## config.mk

```make
export PLATFORM = sky130hd
export DESIGN_NAME = ptr_walker
export DESIGN_NICKNAME = d
export VERILOG_FILES = /design/src/rtl/walker_pkg.sv /design/src/rtl/walk_ram.sv /design/src/rtl/walk_seq.sv /design/src/rtl/walk_addr.sv /design/src/rtl/ptr_walker.sv
export SDC_FILE = /design/constraint.sdc
export NUM_CORES = 1
export LEC_CHECK = 0
export ABC_CLOCK_PERIOD_IN_PS = 3000
export BUFFER_PORTS_ARGS = -buffer_cell sky130_fd_sc_hd__buf_4
export CAP_MARGIN = 20
export CORE_UTILIZATION = 40
export CTS_BUF_LIST = sky130_fd_sc_hd__clkbuf_16
export DETAILED_ROUTE_END_ITERATION = 7
export HOLD_SLACK_MARGIN = 0.08
export SKIP_LAST_GASP = 1
export SLEW_MARGIN = 20
export SYNTH_ARGS = -nofsm -noshare
export SYNTH_HDL_FRONTEND = slang
export SYNTH_HIERARCHICAL = 1
export SYNTH_SLANG_ARGS = --single-unit
```

## constraint.sdc

```tcl
create_clock -name clk -period 3 [get_ports clk]
set_input_delay 0.6 -clock clk [delete_from_list [all_inputs] [get_ports clk]]
set_output_delay 0.6 -clock clk [all_outputs]
set_load 0.02 [all_outputs]
```

## src/rtl/walker_pkg.sv

```systemverilog
package walker_pkg;

    typedef enum logic [1:0] {
        ST_IDLE    = 2'd0,
        ST_ISSUE   = 2'd1,
        ST_CAPTURE = 2'd2
    } walk_state_e;

    typedef enum logic {
        MODE_JUMP = 1'b0,
        MODE_ADD  = 1'b1
    } walk_mode_e;

endpackage

```

## src/rtl/walk_ram.sv

```systemverilog
module walk_ram #(
    parameter int ADDR_W = 6,
    parameter int DATA_W = 8
) (
    input  logic              clk,
    input  logic              we,
    input  logic [ADDR_W-1:0] waddr,
    input  logic [DATA_W-1:0] wdata,
    input  logic              re,
    input  logic [ADDR_W-1:0] raddr,
    output logic [DATA_W-1:0] rdata
);
    localparam int DEPTH = 1 << ADDR_W;

    logic [DATA_W-1:0] mem [DEPTH];

    // registered read port: one cycle of latency
    always_ff @(posedge clk) begin
        if (we) begin
            mem[waddr] <= wdata;
        end
        if (re) begin
            rdata <= mem[raddr];
        end
    end
endmodule

```

## src/rtl/walk_seq.sv

```systemverilog
module walk_seq
    import walker_pkg::*;
(
    input  logic        clk,
    input  logic        rst,
    input  logic        start,
    input  logic        stop,
    output walk_state_e state,
    output logic        load,
    output logic        issue,
    output logic        advance,
    output logic        idle
);
    walk_state_e state_d;
    logic        stop_pend;

    // state register
    always_ff @(posedge clk) begin
        if (rst) begin
            state <= ST_IDLE;
        end else begin
            state <= state_d;
        end
    end

    // a stop seen in ISSUE or CAPTURE is held until the capture ends
    always_ff @(posedge clk) begin
        if (rst || state == ST_IDLE) begin
            stop_pend <= 1'b0;
        end else if (stop) begin
            stop_pend <= 1'b1;
        end
    end

    always_comb begin
        state_d = state;
        unique case (state)
            ST_IDLE:    if (start) state_d = ST_ISSUE;
            ST_ISSUE:   state_d = ST_CAPTURE;
            ST_CAPTURE: state_d = (stop || stop_pend) ? ST_IDLE : ST_ISSUE;
            default:    state_d = ST_IDLE;
        endcase
    end

    // outputs decoded from the state
    always_comb begin
        idle    = (state == ST_IDLE);
        issue   = (state == ST_ISSUE);
        advance = (state == ST_CAPTURE);
        load    = idle && start;
    end
endmodule

```

## src/rtl/walk_addr.sv

```systemverilog
module walk_addr
    import walker_pkg::*;
#(
    parameter int ADDR_W = 6,
    parameter int DATA_W = 8
) (
    input  logic              clk,
    input  logic              rst,
    input  logic              load,
    input  logic              advance,
    input  logic [ADDR_W-1:0] load_addr,
    input  logic              load_mode,
    input  logic [DATA_W-1:0] rd_data,
    output logic [ADDR_W-1:0] addr,
    output walk_mode_e        mode_q
);
    logic [ADDR_W-1:0] word_lo;
    logic [ADDR_W-1:0] next_addr;

    // truncate or zero-extend the word to the address width
    assign word_lo = ADDR_W'(rd_data);

    always_comb begin
        unique case (mode_q)
            MODE_JUMP: next_addr = word_lo;
            MODE_ADD:  next_addr = addr + word_lo;
            default:   next_addr = word_lo;
        endcase
    end

    always_ff @(posedge clk) begin
        if (rst) begin
            addr   <= '0;
            mode_q <= MODE_JUMP;
        end else if (load) begin
            addr   <= load_addr;
            mode_q <= walk_mode_e'(load_mode);
        end else if (advance) begin
            addr   <= next_addr;
        end
    end
endmodule

```

## src/rtl/ptr_walker.sv

```systemverilog
module ptr_walker
    import walker_pkg::*;
#(
    parameter int ADDR_W = 6,
    parameter int DATA_W = 8
) (
    input  logic              clk,
    input  logic              rst,
    input  logic              start,
    input  logic [ADDR_W-1:0] start_addr,
    input  logic              mode,
    input  logic              stop,
    input  logic              wr_en,
    input  logic [ADDR_W-1:0] wr_addr,
    input  logic [DATA_W-1:0] wr_data,
    output logic [ADDR_W-1:0] cur_addr,
    output logic [DATA_W-1:0] step_data,
    output logic              step_valid
);
    walk_state_e state;
    walk_mode_e  mode_q;
    logic        load;
    logic        issue;
    logic        advance;
    logic        idle;
    logic [DATA_W-1:0] rd_word;

    walk_seq u_seq (
        .clk     (clk),
        .rst     (rst),
        .start   (start),
        .stop    (stop),
        .state   (state),
        .load    (load),
        .issue   (issue),
        .advance (advance),
        .idle    (idle)
    );

    walk_addr #(.ADDR_W(ADDR_W), .DATA_W(DATA_W)) u_addr (
        .clk       (clk),
        .rst       (rst),
        .load      (load),
        .advance   (advance),
        .load_addr (start_addr),
        .load_mode (mode),
        .rd_data   (rd_word),
        .addr      (cur_addr),
        .mode_q    (mode_q)
    );

    walk_ram #(.ADDR_W(ADDR_W), .DATA_W(DATA_W)) u_ram (
        .clk   (clk),
        .we    (wr_en && idle),
        .waddr (wr_addr),
        .wdata (wr_data),
        .re    (issue),
        .raddr (cur_addr),
        .rdata (rd_word)
    );

    assign step_data  = rd_word;
    assign step_valid = advance;
endmodule

```

==> flow_metrics.py <==
metrics = {
    "drt": {
        "via_count": 10500,
        "firstDrtPassIters": 5,
        "drc_errors": 0,
        "finalWirelength_um": 48600,
        "drt-initial-drc-count": 1034,
        "drt-vias-per-instance": 5.51,
        "ant_nets": 0,
        "routedWlPerCell_um": 25.5,
    },
    "sta": {
        "max_freq_mhz": 373,
        "maxSlewHeadroom": 0.485,
        "slew_violations": 0,
        "rsz0062_at_grt": "no",
        "worst_pin_slew_ps": 773,
        "min_period_ps": 2680,
        "finalCritPeriodShare": 0.894,
        "finalSetupViolations": 0,
        "setup_tns_ps": 0,
        "worst_clock_skew_ps": 18.9,
        "holdWs_ps": 254,
        "hold_viol": 0,
        "layout_setup_ws_ps": 317,
    },
    "floorplan": {
        "ioPinCount": 41,
        "start_util": 0.407,
        "chipHeight_um": 231,
        "row_count": 83,
        "die_area_sq_um": 53400,
        "dieWidth_um": 231,
        "coreArea_sq_um": 51500,
    },
    "layout": {
        "drive_gt1_frac": 0.309,
        "num-nets-final": 1213,
        "syn2layout_area_growth_pct": 16.0,
        "ff_latch_area_sq_um": 15800,
        "fillCellCount": 4270,
        "multi_input_area_sq_um": 4800,
    },
    "setup_path": {
        "critPathArrivalTime_ps": 2990,
        "path_max_fanout": 25,
        "cp-startpoint": "u_addr/addr[2]$_SDFFE_PP0P_",
        "r2r_start": "u_addr/addr[2]$_SDFFE_PP0P_",
        "reg2reg_setup_slack_ps": 320,
        "cp-end-kind": "register",
        "worstSetupPathType": "register to register",
        "start_kind": "register",
        "required_ps": 3310,
    },
    "global_routing": {
        "grt_usage": 0.187,
        "grt_pass1_wl_um": 72000,
        "overflow": 0,
        "grt_max_degree": 65,
        "grt_pass1_vias": 10887,
        "antenna_found_initial": 2,
    },
    "synth": {
        "yosysWarningCount": 6,
        "ys_top_cells_by_area": "edfxtp_1 74%, mux4_2 14%, nor2_1 1.7%",
        "postSynthCellCount": 1027,
        "ys.flop_type": "edfxtp_1",
        "synth_top_area_cell": "edfxtp_1",
        "synth_edf_count": 520,
        "yosys.area.top_type_share": 0.744,
        "synth-seq-cells": 530,
        "ys_types": 54,
        "syn-num-nets": 1059,
        "syn_avg_cell_area_sq_um": 20.4,
        "ys_async_sr_fraction": 0,
        "syn_area_sq_um": 21000,
        "ys_seq_area_frac": 0.754,
    },
    "clock_tree": {
        "cts_root_buf": "clkbuf_16",
        "path_clk_slew_ps": 60,
        "clock_path_buffers": 3,
        "hold_buffers": 0,
        "clock_insertion_delay_worst_skew_ps": 600,
        "cts.repair.resized": 0,
        "cts_sinks": 530,
        "cts_inserted_buffers": 52,
        "cts_tree": "yes",
        "cts.htree.levels": 2,
        "cts_setup_buffers": 0,
    },
    "pwr": {
        "cellLeakagePower_nw": 7.62,
        "power_density_nw_per_um2": 635,
        "ir_worst_vdd_uv": 374,
    },
    "place": {
        "hpwlAfterDp_um": 30400,
        "finalWeightedCongestion": 0.796,
        "post-place-ws_ps": 395,
        "port_buffers": 40,
    },
    "worst_hold_path": {
        "min_from": "start_addr[1]",
        "hp-class": "input port to register",
    },
    "run": {
        "max-cap-violations": 0,
    },
    "status": {
        "status": "finished clean",
    },
}
## report_power, final
group	leakage [nW]	switching, W	internal [W]
combinational	2.06	0.000638	0.000469
clock	0.795	0.00272	0.00338
sequential	4.76	0.0000646	0.00818
total	7.62	0.00342	0.0120
## logic make-up (layout without fill, tap and decap cells)
family | after synthesis | count (layout) | synth area share
compound gates | 77 | 77 | 0.0276
simple gates | 188 | 188 | 0.0416
xor+xnor | 3 | 3 | 0.00125
flops | 530 | 530 | 0.754
fa+ha+maj | 6 | 6 | 0.00394
buf+inv | 58 | 254 | 0.0169
other cells | 0 | 1 | 0
mux | 165 | 165 | 0.155
## critical path, cell delays in order, from the launching register on
cell	delay (ps)
dfxtp_4	400
buf_4	410
mux4_2	380
mux2_2	320
a221oi_1	710
o2bb2ai_1	150
## worst paths after layout
kind | end | depth (start not counted)
min reg2reg | u_seq/state[0]$_SDFFE_PP0P_ | 1
max | u_ram/rdata[1]$_DFFE_PP_ | 5
min | u_addr/addr[1]$_SDFFE_PP0P_ | 3
max reg2reg | u_ram/rdata[1]$_DFFE_PP_ | 5
## layout by cell type (no fill, tap or decap), types with 8 or more instances in the layout
| cell | count |
|---|---|
| clkinv_2 | 15 |
| a21oi_1 | 13 |
| nor2_1 | 94 |
| nand2b_1 | 12 |
| o221ai_1 | 8 |
| edfxtp_1 | 520 |
| mux4_2 | 126 |
| clkbuf_16 | 53 |
| nand2_1 | 22 |
| nor3_1 | 9 |
| nor2b_1 | 17 |
| nand3_1 | 14 |
| clkinv_1 | 18 |
| mux2_2 | 13 |
| buf_4 | 148 |
| mux2i_1 | 26 |
| o22ai_1 | 9 |
## sequential cells by signal, indices dropped and copies added (netlist names)
name,cells
u_ram/mem,512
u_seq/stop_pend,1
u_addr/addr,6
u_addr/mode_q,1
u_ram/rdata,8
u_seq/state,2
## final cells by class
class,count,area share
clock inverter,43,0.0110
timing repair buffer,154,0.0506
inverter,4,0.000617
multi-input combinational,439,0.197
sequential,530,0.651
clock buffer,53,0.0545
tap,680,0.0350
antenna,1,0.000103
## layer usage
metal | vias to the layer above | part of all wire | wire [um] | GRT usage
met5 | - | 0.00035 | 17 | 0
met4 | 2 | 0.031 | 1490 | 0.0718
met3 | 85 | 0.066 | 3190 | 0.0363
met2 | 369 | 0.48 | 23500 | 0.300
met1 | 5481 | 0.42 | 20400 | 0.252
li1 | 4563 | - | - | -
## synthesized netlist by cell type, types with 2 or more instances
cell type and n:
a211oi_1 6, o221a_2 2, inv_1 4, dfxtp_1 10, clkbuf_1 17, o21ai_0 3, a21oi_1 13, buf_1 4
nand4b_1 2, nor2_1 94, o21ai_1 2, a221oi_1 6, nor2b_1 17, nand4_1 4, xor2_1 2, buf_6 5
o22ai_1 9, nor3_1 9, mux2i_1 26, edfxtp_1 520, nor4_1 2, nand3b_1 5, a22oi_1 3, o32ai_1 2
nand2b_1 12, mux2_2 13, o41ai_1 2, o2bb2ai_1 3, mux4_2 126, nand2_1 22, o21a_1 4, buf_12 2
buf_4 14, a2111oi_0 2, nand3_1 14, o221ai_1 8, ha_1 5, and2_1 4, buf_2 12, o2111ai_1 3
## stage by stage
stage	cell area, sq um	util	instances	total power (W)
global route	24300	0.472	1903	0.0159
finish	24300	0.472	1904	0.0154
CTS	24300	0.472	1903	0.0156
floorplan	21000	-	1027	0.00904
global placement	22700	0.441	1807	0.00950
detailed placement	22700	0.441	1807	0.00952
No activity file was read; power rests on OpenSTA's default activity.
